==> src/rtl/supply_supervisor_pkg.sv <==
package supply_supervisor_pkg;

  typedef struct packed {
    logic porOk;
    logic uvloOk;
    logic overWin;
    logic underWin;
    logic faultDet;
    logic shutdown;
    logic slewMask;
    logic rampDone;
  } flags_t;

  localparam int FLAG_W = $bits(flags_t);

  typedef enum logic [2:0] {
    ST_OFF   = 3'd0,
    ST_LOCK  = 3'd1,
    ST_START = 3'd2,
    ST_REG   = 3'd3,
    ST_SHUT  = 3'd4
  } phase_t;

  // strobes from control to datapath
  typedef struct packed {
    logic clearFault;
    logic armFault;
    logic holdLow;
    logic underVolt;
  } ctl_t;

endpackage

==> src/rtl/supply_supervisor_dp.sv <==
module supply_supervisor_dp
  import supply_supervisor_pkg::*;
#(
  parameter int SYNC_STAGES = 2
) (
  input  logic   clk,
  input  logic   rstN,
  input  flags_t rawFlags,
  input  ctl_t   ctl,
  output flags_t syncFlags,
  output logic   faultQ,
  output logic   powerGood
);

  generate
    if (SYNC_STAGES == 0) begin : g_bypass
      assign syncFlags = rawFlags;
    end else begin : g_sync
      logic [FLAG_W-1:0] stagePipe [SYNC_STAGES];
      always_ff @(posedge clk or negedge rstN) begin
        if (!rstN) begin
          for (int s = 0; s < SYNC_STAGES; s++) stagePipe[s] <= '0;
        end else begin
          stagePipe[0] <= rawFlags;
          for (int s = 1; s < SYNC_STAGES; s++) stagePipe[s] <= stagePipe[s-1];
        end
      end
      assign syncFlags = flags_t'(stagePipe[SYNC_STAGES-1]);
    end
  endgenerate

  // fault latch: clear has priority over set
  always_ff @(posedge clk or negedge rstN) begin
    if (!rstN) begin
      faultQ <= 1'b0;
    end else if (ctl.clearFault) begin
      faultQ <= 1'b0;
    end else if (ctl.armFault && syncFlags.faultDet) begin
      faultQ <= 1'b1;
    end
  end

  // power-good priority chain
  always_comb begin
    if (ctl.underVolt) begin
      powerGood = 1'b0;
    end else if (faultQ) begin
      powerGood = 1'b0;
    end else if (ctl.holdLow) begin
      powerGood = 1'b0;
    end else if (syncFlags.slewMask) begin
      powerGood = 1'b1;
    end else begin
      powerGood = !syncFlags.overWin && !syncFlags.underWin;
    end
  end

endmodule

==> src/rtl/supply_supervisor_ctrl.sv <==
module supply_supervisor_ctrl
  import supply_supervisor_pkg::*;
(
  input  logic clk,
  input  logic rstN,
  input  logic porS,
  input  logic uvloS,
  input  logic shutS,
  input  logic doneS,
  input  logic faultQ,
  output ctl_t ctl,
  output logic lowGateForce,
  output logic rampStart,
  output logic dacSample
);

  phase_t phase;
  phase_t phaseNext;

  always_comb begin
    phaseNext = phase;
    if (!porS) begin
      phaseNext = ST_OFF;
    end else if (shutS) begin
      phaseNext = ST_SHUT;
    end else if (!uvloS) begin
      phaseNext = ST_LOCK;
    end else begin
      case (phase)
        ST_OFF:   phaseNext = ST_LOCK;
        ST_LOCK:  phaseNext = faultQ ? ST_LOCK : ST_START;
        ST_START: phaseNext = (doneS && !faultQ) ? ST_REG : ST_START;
        ST_REG:   phaseNext = ST_REG;
        ST_SHUT:  phaseNext = ST_LOCK;
        default:  phaseNext = ST_OFF;
      endcase
    end
  end

  always_ff @(posedge clk or negedge rstN) begin
    if (!rstN) begin
      phase     <= ST_OFF;
      dacSample <= 1'b0;
    end else begin
      phase     <= phaseNext;
      dacSample <= (phase == ST_LOCK) && (phaseNext == ST_START);
    end
  end

  always_comb begin
    ctl.clearFault = !porS || shutS;
    ctl.armFault   = (phase == ST_START) || (phase == ST_REG);
    ctl.holdLow    = (phase == ST_START) || (phase == ST_SHUT);
    ctl.underVolt  = (phase == ST_OFF) || (phase == ST_LOCK);
  end

  assign lowGateForce = (phase == ST_OFF) || (phase == ST_LOCK);
  assign rampStart    = (phase == ST_START) && !faultQ;

endmodule

==> src/rtl/supply_supervisor.sv <==
module supply_supervisor
  import supply_supervisor_pkg::*;
#(
  parameter int SYNC_STAGES = 2
) (
  input  logic clk,
  input  logic rstN,
  input  logic porOk,
  input  logic uvloOk,
  input  logic overWin,
  input  logic underWin,
  input  logic faultDet,
  input  logic shutdownReq,
  input  logic slewMask,
  input  logic rampDone,
  output logic powerGood,
  output logic lowGateForce,
  output logic dacSample,
  output logic rampStart,
  output logic faultLatched
);

  flags_t rawFlags;
  flags_t syncFlags;
  ctl_t   ctl;
  logic   faultQ;

  always_comb begin
    rawFlags.porOk    = porOk;
    rawFlags.uvloOk   = uvloOk;
    rawFlags.overWin  = overWin;
    rawFlags.underWin = underWin;
    rawFlags.faultDet = faultDet;
    rawFlags.shutdown = shutdownReq;
    rawFlags.slewMask = slewMask;
    rawFlags.rampDone = rampDone;
  end

  supply_supervisor_dp #(.SYNC_STAGES(SYNC_STAGES)) u_dp (
    .clk       (clk),
    .rstN      (rstN),
    .rawFlags  (rawFlags),
    .ctl       (ctl),
    .syncFlags (syncFlags),
    .faultQ    (faultQ),
    .powerGood (powerGood)
  );

  supply_supervisor_ctrl u_ctrl (
    .clk          (clk),
    .rstN         (rstN),
    .porS         (syncFlags.porOk),
    .uvloS        (syncFlags.uvloOk),
    .shutS        (syncFlags.shutdown),
    .doneS        (syncFlags.rampDone),
    .faultQ       (faultQ),
    .ctl          (ctl),
    .lowGateForce (lowGateForce),
    .rampStart    (rampStart),
    .dacSample    (dacSample)
  );

  assign faultLatched = faultQ;

endmodule

==> config.mk <==
export PLATFORM = sky130hd
export DESIGN_NAME = supply_supervisor
export DESIGN_NICKNAME = d
export VERILOG_FILES = /design/src/rtl/supply_supervisor_pkg.sv /design/src/rtl/supply_supervisor_dp.sv /design/src/rtl/supply_supervisor_ctrl.sv /design/src/rtl/supply_supervisor.sv
export SDC_FILE = /design/constraint.sdc
export NUM_CORES = 1
export LEC_CHECK = 0
export BUFFER_PORTS_ARGS = -buffer_cell sky130_fd_sc_hd__clkbuf_2
export CORE_UTILIZATION = 25
export CTS_CLUSTER_SIZE = 24
export DETAILED_ROUTE_END_ITERATION = 8
export PLACE_DENSITY_LB_ADDON = 0.08
export RECOVER_POWER = 100
export SLEW_MARGIN = 15
export SYNTH_ARGS = -nofsm -noshare
export SYNTH_HDL_FRONTEND = slang
export SYNTH_SLANG_ARGS = --single-unit
export TNS_END_PERCENT = 10
==> constraint.sdc <==
create_clock -name clk -period 3.1 [get_ports clk]
set_input_delay 0.465 -clock clk [delete_from_list [all_inputs] [get_ports clk]]
set_output_delay 0.465 -clock clk [all_outputs]
set_load 0.01 [all_outputs]
==> key figures, run 1 <==
Die
  – Die Ht: approximately 53 um
  – # IOs: 15
  – Core Box Area: around 0.0025 sq mm
  – Initial Util: 0.264
  – Die width: about 53 um
  – Die area: about 0.0028 sq mm
  – Core Rows: 18

Yosys
  – Register area share after synthesis: 0.803
  – Yosys reg bits: 21
  – Synthesized instance count: between 40 and 50
  – Synthesized Nets: 53
  – Yosys warnings: 0
  – Cell Area, Synth: 654 sq um
  – Syn Area/Cell: 15.2 sq um
  – Distinct cells, synth: 15

Detailed routing
  – WL met1: 490 um
  – DRT iter0 DRCs: 5
  – DR WL met3: 65 um
  – Top routing layer in use: met3
  – Average wire per standard cell: around 11 um
  – Met2 wire len: ~400 um
  – DRT Pass-1 Iters: 4
  – DR vias/cell: 4.13
  – Routed Antenna Nets: 0
  – Routed WL: 962 um
  – Routed via count: 372
  – # DRC: 0

Critical path
  – CP Cell Sequence: o21ai_0 > a211oi_1 > clkbuf_1
  – Crit path DAT: 1290 ps
  – Critical path fanouts, max: 9
  – CP max-delay cell: dfrtp_1
  – Req. time, crit path: around 2600 ps
  – Family with the most delay on the worst path: flip-flops
  – Crit Path Class: reg2out
  – Startpoint Class: flip-flop
  – CP Capture Type: output pin
  – Bufs and invs on worst path: 1
  – Critical Path Max Stage Delay: approximately 480 ps

Finish
  – Final core utilization: 0.314
  – Share of cells above drive strength 1: 0.200
  – Design area: between 700 and 800 sq um
  – Antenna cells: 0
  – Area grow syn2layout: 18.7%
  – Filler cells: roughly 270
  – NumNets Final: just over 70

STA
  – Max-slew headroom: 0.256
  – Max Freq: between 500 and 600 MHz
  – RSZ-0062 raised after global routing: no
  – Final hold violation count: 0
  – Final Cycle Share: 0.568
  – Slew Viols, Final: 0
  – Setup Skew: 7.78 ps
  – Fin crit period: 1760 ps
  – Count of final setup violators: 0
  – Least-Margin Pin Slew: 1120 ps
  – Post-Route Setup TNS: 0 ps

Clock network
  – Worst-Skew Late Latency: approximately 300 ps
  – CTS Root Cell: clkbuf_4
  – Clock slew at reported path FFs: 120 ps
  – CTS Hold Buffers Added: 0
  – Post-CTS sizing: 0
  – Max Buffers Root-to-Sink: 2
  – Num CTS Buffers: 3
  – CTS tree: built
  – Htree depth: 1
  – Total setup buffers inserted after CTS: 0
  – CTS Sinks: 21

GRT
  – Vias in the first global route: about 350
  – Antenna violations before repair: 0
  – Global-route wire length before repair: between 1500 and 2000 um
  – Grt ovf: 0
  – Largest net degree at the start of global routing: 22
  – Total GRT Usage: 0.0847

Flow run
  – Max_cap viols: 0

Hold path
  – Worst Hold Class: in2reg

Power
  – Peak VDD IR: around 0.26 mV
  – Switching Power: 0.0956 mW
  – Clock power share: 0.291
  – Sequential Power Share: 0.666
  – P per Cell Area: 564 mW/mm^2
  – Leak Pwr: about 0.34 nW
  – Combinational power share: 0.042
  – Pint: about 0.34 mW
  – Sw Share: 0.218

Placed design
  – IO Port Bufs: 14
  – Placed cell area: around 760 sq um
  – Post-DP HPWL: about 630 um
  – Gpl congestion: 0.694

Status
  – Status: complete, no violations
## registers in the layout (all words and copies together), names as in the netlist
register / cells
u_dp.g_sync.stagePipe: 8
u_dp.syncFlags: 8
u_dp.faultQ: 1
u_ctrl.phase: 3
u_ctrl.dacSample: 1
## kinds of logic (layout without fill, tap and decap cells)
logic type | Yosys count | count (layout) | synth area share
DFF | 21 | 21 | 0.803
and+or+nand+nor | 12 | 12 | 0.111
AOI/OAI and AO/OA | 8 | 8 | 0.0727
buffers and inverters | 2 | 19 | 0.0134
## metal layers
metal	up-vias	GRT usage
met2	12	0.118
met4	0	0.0658
li1	179	-
met5	-	0
met1	181	0.102
met3	0	0.0345
## power by group through the flow
stage / sequential [mW] / combinational [mW] / clock, mW
CTS: 0.292 / 0.0201 / 0.137
global route: 0.294 / 0.0215 / 0.149
detailed placement: 0.297 / 0.0201 / 0
finish: 0.292 / 0.0186 / 0.128
global placement: 0.297 / 0.0202 / 0
floorplan: 0.295 / 0.00748 / 0
## Yosys cell counts
cell	number	area share
and2_1	1	0.0096
nor4b_1	2	0.027
clkbuf_2	1	0.0076
nor2b_1	1	0.0096
a211oi_1	1	0.011
a21boi_0	1	0.011
a21oi_1	2	0.015
nand2_1	1	0.0057
inv_1	1	0.0057
o21a_1	1	0.011
dfrtp_1	21	0.80
nand3b_1	2	0.023
o21ai_0	3	0.023
nor2_1	4	0.023
or3b_1	1	0.013
## worst paths after layout
path                                                       end  slack, ps                                start  cells after the start
setup / recovery                                     powerGood       1340            u_ctrl.phase[1]$_DFF_PN0_                      3
hold / removal             u_dp.g_sync.stagePipe[13]$_DFF_PN0_        260                              overWin                      1
setup reg to reg                     u_ctrl.phase[0]$_DFF_PN0_       1950              u_dp.faultQ$_DFFE_PN0P_                      3
hold reg to reg                    u_dp.syncFlags[7]$_DFF_PN0_        360  u_dp.g_sync.stagePipe[15]$_DFF_PN0_                      0
max in group asynchronous          u_dp.syncFlags[3]$_DFF_PN0_       2090                                 rstN                      1
min in group asynchronous  u_dp.g_sync.stagePipe[15]$_DFF_PN0_        350                                 rstN                      1
## worst register-to-register path, stage by stage, from the launching register on
cell and delay, ps:
dfrtp_1 470, or3b_1 370, a21oi_1 120, o21a_1 130
## through the flow
| step | hold WS (ps) | instances | worst slack (ps) | power [mW] |
|---|---|---|---|---|
| finish | 260 | 90 | 1340 | 0.438 |
| global route | 231 | 90 | 1240 | 0.465 |
| CTS | 123 | 90 | 1330 | 0.449 |
| detailed placement | 336 | 86 | 1680 | 0.317 |
| global placement | 332 | 86 | 1700 | 0.317 |
| floorplan | 169 | 43 | 1700 | 0.303 |
## area by class of cell
type | count | area [sq um] | share of cell area
flip-flops and latches | 21 | 526 | 0.676
inverters | 1 | 3.75 | 0.00483
clock buffers | 3 | 22.5 | 0.0290
multi-input cells | 20 | 120 | 0.155
clock inverters | 1 | 5.00 | 0.00644
repair buffers | 14 | 62.6 | 0.0805
well taps | 30 | 37.5 | 0.0483
## cells in the final DEF, fill, tap and decap left out, types with 2 or more instances in the layout
cell type and n:
a21oi_1 2, clkbuf_1 6, clkbuf_2 8, clkbuf_4 3
dfrtp_1 21, nand3b_1 2, nor2_1 4, nor4b_1 2
o21ai_0 3
(Power assumes the default switching activity.)
==> run 2, diff against run 1 <==
clock period = 1.7 ns   (was 3.1 ns; I/O delays follow)
==> key figures, run 2 (synthesis results as in run 1) <==
Status
  – Status: complete, no violations

Detailed routing
  – DRT iter0 DRCs: 5 (unchanged)
  – Average wire per standard cell: 10.6 um (-0.89%)
  – Routed Antenna Nets: 0 (unchanged)
  – # DRC: 0 (unchanged)
  – DRT Pass-1 Iters: 4 (unchanged)
  – Routed WL: 964 um (+0.21%)
  – Routed via count: 374 (+0.54%)
  – DR vias/cell: 4.11 (-0.57%)

Die
  – Die area: 0.00283 sq mm (unchanged)
  – Initial Util: 0.264 (unchanged)
  – Die Ht: 53.2 um (unchanged)
  – # IOs: 15 (unchanged)
  – Core Rows: 18 (unchanged)
  – Core Box Area: 0.00248 sq mm (unchanged)
  – Die width: 53.2 um (unchanged)

Critical path
  – Crit Path Class: reg2out
  – Worst-case reg-to-reg path depth: 3 (unchanged)
  – Crit path DAT: 1290 ps (about the same)
  – RR Endpoint: u_ctrl.phase[0]$_DFF_PN0_
  – CP max-delay cell: dfrtp_1
  – Startpoint Class: flip-flop
  – CP Cell Sequence: o21ai_0 > a211oi_1 > clkbuf_1
  – Req. time, crit path: 1440 ps (-1190 ps)
  – Bufs and invs on worst path: 1 (unchanged)
  – R2R Path Start: u_dp.faultQ$_DFFE_PN0P_
  – CP Capture Type: output pin
  – Worst reg2reg setup slack: 550 ps (-1400 ps)
  – Family with the most delay on the worst path: flip-flops
  – Critical Path Max Stage Delay: 480 ps (about the same)
  – Critical path fanouts, max: 9 (unchanged)
  – Cell count along the critical path: 3 (unchanged)

Clock network
  – CTS Sinks: 21 (unchanged)
  – Post-CTS sizing: 0 (unchanged)
  – CTS Root Cell: clkbuf_4
  – CTS tree: built
  – Clock slew at reported path FFs: 120 ps (about the same)
  – CTS Hold Buffers Added: 1 (+1)
  – Max Buffers Root-to-Sink: 2 (unchanged)
  – Worst-Skew Late Latency: 300 ps (about the same)
  – Total setup buffers inserted after CTS: 0 (unchanged)
  – Htree depth: 1 (unchanged)
  – Num CTS Buffers: 3 (unchanged)

STA
  – Post-Route Setup TNS: 0 ps (unchanged)
  – Final hold violation count: 0 (unchanged)
  – Least-Margin Pin Slew: 1120 ps (+7.49 ps)
  – Fin crit period: 1550 ps
  – Setup Skew: 7.78 ps (unchanged)
  – Slew Viols, Final: 0 (unchanged)
  – RSZ-0062 raised after global routing: no
  – Max Freq: 645 MHz
  – Final Cycle Share: 0.912
  – Max-slew headroom: 0.251 (-0.00500)
  – Count of final setup violators: 0 (unchanged)
  – Setup WS post-layout: 150 ps (-1190 ps)

Finish
  – Area grow syn2layout: 20.3%
  – Antenna cells: 0 (unchanged)
  – Multi-input logic area: 120 sq um (unchanged)
  – Register area: 526 sq um (unchanged)
  – NumNets Final: 72 (+1.4%)
  – Most frequent cells in the layout: dfrtp_1, clkbuf_2, clkbuf_1, nor2_1
  – Share of cells above drive strength 1: 0.197 (-0.00328)
  – Finished Layout Cells: 91 (+1.1%)
  – Commonest non-fill, non-tap cell in the layout: dfrtp_1
  – Filler cells: 268 (-0.37%)

Hold path
  – Worst hold start: overWin
  – Hold Path Stages: 1 (unchanged)
  – Worst Hold Class: in2reg
  – Hold endpoint: u_dp.g_sync.stagePipe[13]$_DFF_PN0_

Power
  – Clock power share: 0.291 (about the same)
  – P per Cell Area: 1020 mW/mm^2 (+80%)
  – Combinational power share: 0.045 (+0.003)
  – Leak Pwr: 0.344 nW (+1.2%)
  – Sw Share: 0.218 (about the same)
  – Sequential Power Share: 0.665 (about the same)
  – Pint: 0.626 mW (+83%)
  – Switching Power: 0.175 mW (+83%)
  – Peak VDD IR: 0.474 mV (+82%)

GRT
  – Vias in the first global route: 346 (unchanged)
  – Antenna violations before repair: 0 (unchanged)
  – Global-route wire length before repair: 1520 um (unchanged)
  – Largest net degree at the start of global routing: 22 (unchanged)
  – Grt ovf: 0 (unchanged)
  – Total GRT Usage: 0.0847 (unchanged)

Placed design
  – IO Port Bufs: 14 (unchanged)
  – Placed insts: 86 (unchanged)
  – Gpl congestion: 0.694 (unchanged)
  – Post-DP HPWL: 626 um (unchanged)
  – Setup WS pre-CTS: 491 ps (-1190 ps)

Flow run
  – Max_cap viols: 0 (unchanged)
## run 2: changes by cell type in the layout (fill, tap and decap cells not counted), sizes merged
| cell | delta |
|---|---|
| dlygate4sd3 | +1 |
## run 2: power by group through the flow
| stage | sequential, mW | combinational, mW | clock, mW |
|---|---|---|---|
| floorplan | 0.539 | 0.0136 | 0 |
| detailed placement | 0.542 | 0.0366 | 0 |
| global route | 0.535 | 0.0413 | 0.273 |
| CTS | 0.532 | 0.0384 | 0.250 |
| global placement | 0.542 | 0.0368 | 0 |
| finish | 0.532 | 0.0357 | 0.233 |
## run 2: worst register-to-register path, delay by kind of cell, from the launching register on
| family | cells | cell delay, ps |
|---|---|---|
| and+or+nand+nor | 1 | 370 |
| DFF | 1 | 470 |
| AOI/OAI and AO/OA | 2 | 250 |
## run 2: worst max-delay path by stage
stage | from | endpoint
after floorplan | u_dp.faultQ$_DFFE_PN0P_ | rampStart
after global placement | u_ctrl.phase[1]$_DFF_PN0_ | powerGood
after detailed placement | u_ctrl.phase[1]$_DFF_PN0_ | powerGood
after CTS | u_ctrl.phase[1]$_DFF_PN0_ | powerGood
after global routing | u_ctrl.phase[1]$_DFF_PN0_ | powerGood
final | u_ctrl.phase[1]$_DFF_PN0_ | powerGood
## run 2: cell type report
class / instances / area share
clock buffer: 3 / 0.0286
tap: 30 / 0.0477
multi-input combinational: 20 / 0.153
sequential: 21 / 0.668
timing repair buffer: 15 / 0.0922
inverter: 1 / 0.00477
clock inverter: 1 / 0.00636
## run 2: metrics by stage
stage               instance area, sq um  power [mW]  hold slack (ps)  utilization
floorplan                            654       0.552            -40.6            -
global placement                     757       0.578              264        0.306
finish                               787       0.801             49.5        0.318
CTS                                  795       0.821             33.1        0.321
global route                         787       0.849             21.5        0.318
detailed placement                   757       0.579              260        0.306
## run 2: metal layers
metal	routed length, um	vias up	global-route usage
met2	402	12	0.118
met4	0	0	0.0658
li1	-	181	-
met5	0	-	0
met3	68	0	0.0345
met1	493	181	0.102
==> run 3, diff against run 2 <==
CORE_UTILIZATION = 40   (was 25)
PLACE_DENSITY_LB_ADDON = not set   (was 0.08)
==> key figures, run 3 (synthesis results as in run 1) <==
Clock network
  – Htree depth: 1 (unchanged)
  – Clock slew at reported path FFs: 110 ps (about the same)
  – Worst-Skew Late Latency: 290 ps (about the same)
  – Total setup buffers inserted after CTS: 0 (unchanged)
  – CTS Root Cell: clkbuf_4
  – CTS Sinks: 21 (unchanged)
  – CTS tree: built
  – Num CTS Buffers: 3 (unchanged)
  – Max Buffers Root-to-Sink: 2 (unchanged)

Status
  – Status: complete, no violations

Die
  – Initial Util: 0.429 (+0.165)
  – Core Box Area: 0.00152 sq mm (-38%)
  – Die Ht: 42.4 um (-20%)
  – # IOs: 15 (unchanged)
  – Die area: 0.00180 sq mm (-36%)
  – Core Rows: 14 (-4)
  – Die width: 42.4 um (-20%)

Critical path
  – Crit path DAT: 1250 ps (-40 ps)
  – Critical path startpoint: u_ctrl.phase[2]$_DFF_PN0_
  – Req. time, crit path: 1440 ps (about the same)
  – CP Capture Point: powerGood
  – CP Cell Sequence: o21ai_0 > a211oi_1 > clkbuf_1
  – Worst-case reg-to-reg path depth: 3 (unchanged)
  – Critical Path Max Stage Delay: 450 ps (-30 ps)
  – Worst reg2reg setup slack: 550 ps (about the same)
  – Crit Path Class: reg2out
  – Critical path fanouts, max: 7 (-2)
  – CP max-delay cell: dfrtp_1
  – RR Endpoint: u_ctrl.phase[0]$_DFF_PN0_
  – Family with the most delay on the worst path: flip-flops
  – Bufs and invs on worst path: 1 (unchanged)
  – R2R Path Start: u_ctrl.phase[0]$_DFF_PN0_
  – Startpoint Class: flip-flop
  – Cell count along the critical path: 3 (unchanged)
  – CP Capture Type: output pin

Power
  – P per Cell Area: 1020 mW/mm^2 (+0.71%)
  – Peak VDD IR: 0.575 mV (+21%)
  – Leak Pwr: 0.344 nW (-0.26%)

Finish
  – Most frequent cells in the layout: dfrtp_1, clkbuf_2, clkbuf_1, nor2_1
  – Antenna cells: 0 (unchanged)
  – NumNets Final: 72 (unchanged)
  – Area grow syn2layout: 17.8%
  – Share of cells above drive strength 1: 0.213 (+0.0164)
  – Commonest non-fill, non-tap cell in the layout: dfrtp_1

Detailed routing
  – Routed Antenna Nets: 0 (unchanged)
  – Routed via count: 363 (-2.9%)
  – Average wire per standard cell: 10.3 um (-2.9%)
  – DRT Pass-1 Iters: 2 (-2)
  – DRT iter0 DRCs: 1 (-4)
  – Routed WL: 792 um (-18%)
  – DR vias/cell: 4.71 (+15%)
  – # DRC: 0 (unchanged)

GRT
  – Largest net degree at the start of global routing: 22 (unchanged)
  – GRT met2 Usage: 0.172 (+0.0542)
  – Layer with the highest usage: met2
  – Antenna violations before repair: 0 (unchanged)
  – Total GRT Usage: 0.115 (+0.0300)
  – Global-route wire length before repair: 1460 um (-4.5%)
  – Vias in the first global route: 376 (+8.7%)
  – Met1 GRT Util: 0.140 (+0.0379)
  – Grt ovf: 0 (unchanged)
  – Met3 usage: 0.0388 (+0.00431)

STA
  – Count of final setup violators: 0 (unchanged)
  – Least-Margin Pin Slew: 1040 ps (-84.1 ps)
  – WHS: 56.9 ps (+7.42 ps)
  – Slew Viols, Final: 0 (unchanged)
  – Post-Route Setup TNS: 0 ps (unchanged)
  – Fin crit period: 1500 ps (-48.9 ps)
  – Final Cycle Share: 0.883 (-0.0287)
  – Max Freq: 666 MHz (+3.3%)
  – Max-slew headroom: 0.307 (+0.0560)
  – Setup Skew: 7.25 ps (-0.536 ps)
  – RSZ-0062 raised after global routing: no
  – Final hold violation count: 0 (unchanged)

Hold path
  – Worst Hold Class: in2reg

Placed design
  – Gpl congestion: 0.720 (+3.8%)
  – IO Port Bufs: 14 (unchanged)

Flow run
  – Max_cap viols: 0 (unchanged)
-- run 3: metal layers --
| metal | share of wire | vias to the layer above |
|---|---|---|
| met3 | 0.067 | 4 |
| met5 | 0 | - |
| met4 | 0.034 | 0 |
| met1 | 0.47 | 162 |
| met2 | 0.43 | 17 |
| li1 | - | 180 |
-- run 3: cell type report --
type	instances	area, sq um
clock buffers	4	26.3
fillers	135	753
inverters	1	3.75
multi-input cells	20	120
flip-flops and latches	21	527
well taps	16	20.0
repair buffers	15	73.8
-- run 3: through the flow --
step                      setup WS (ps)  instance area (sq um)   util  std cells  power (mW)
after floorplan                     509                    654      -         43       0.552
after global placement              512                    739  0.485         72       0.576
after detailed placement            486                    739  0.485         72       0.577
after CTS                           145                    776  0.509         77       0.801
after global routing               21.3                    771  0.506         77       0.838
final                               199                    771  0.506         77       0.790
-- run 3: what timing repair did --
action / CTS / global route
endpoints found under the setup margin: 0 / 1
gates resized for setup: 0 / 1
endpoints found under the hold margin: 21 / 0
hold buffers: 1 / 0
-- run 3: power by group --
part           switching, mW  internal (mW)  total [mW]
registers            0.00965          0.522       0.531
clock network          0.132         0.0912       0.223
logic                 0.0181         0.0173      0.0355
total                  0.160          0.630       0.790
-- run 3: worst min-delay path by stage --
stage            from                                   to  slack, ps  cells past startpoint
3_5_place_dp     rstN  u_dp.g_sync.stagePipe[10]$_DFF_PN0_        240                      1
5_1_grt        uvloOk  u_dp.g_sync.stagePipe[14]$_DFF_PN0_         30                      1
3_3_place_gp     rstN  u_dp.g_sync.stagePipe[14]$_DFF_PN0_        230                      1
6_report       uvloOk  u_dp.g_sync.stagePipe[14]$_DFF_PN0_         60                      1
2_1_floorplan    rstN           u_ctrl.dacSample$_DFF_PN0_        -40                      0
4_1_cts        uvloOk  u_dp.g_sync.stagePipe[14]$_DFF_PN0_         50                      1
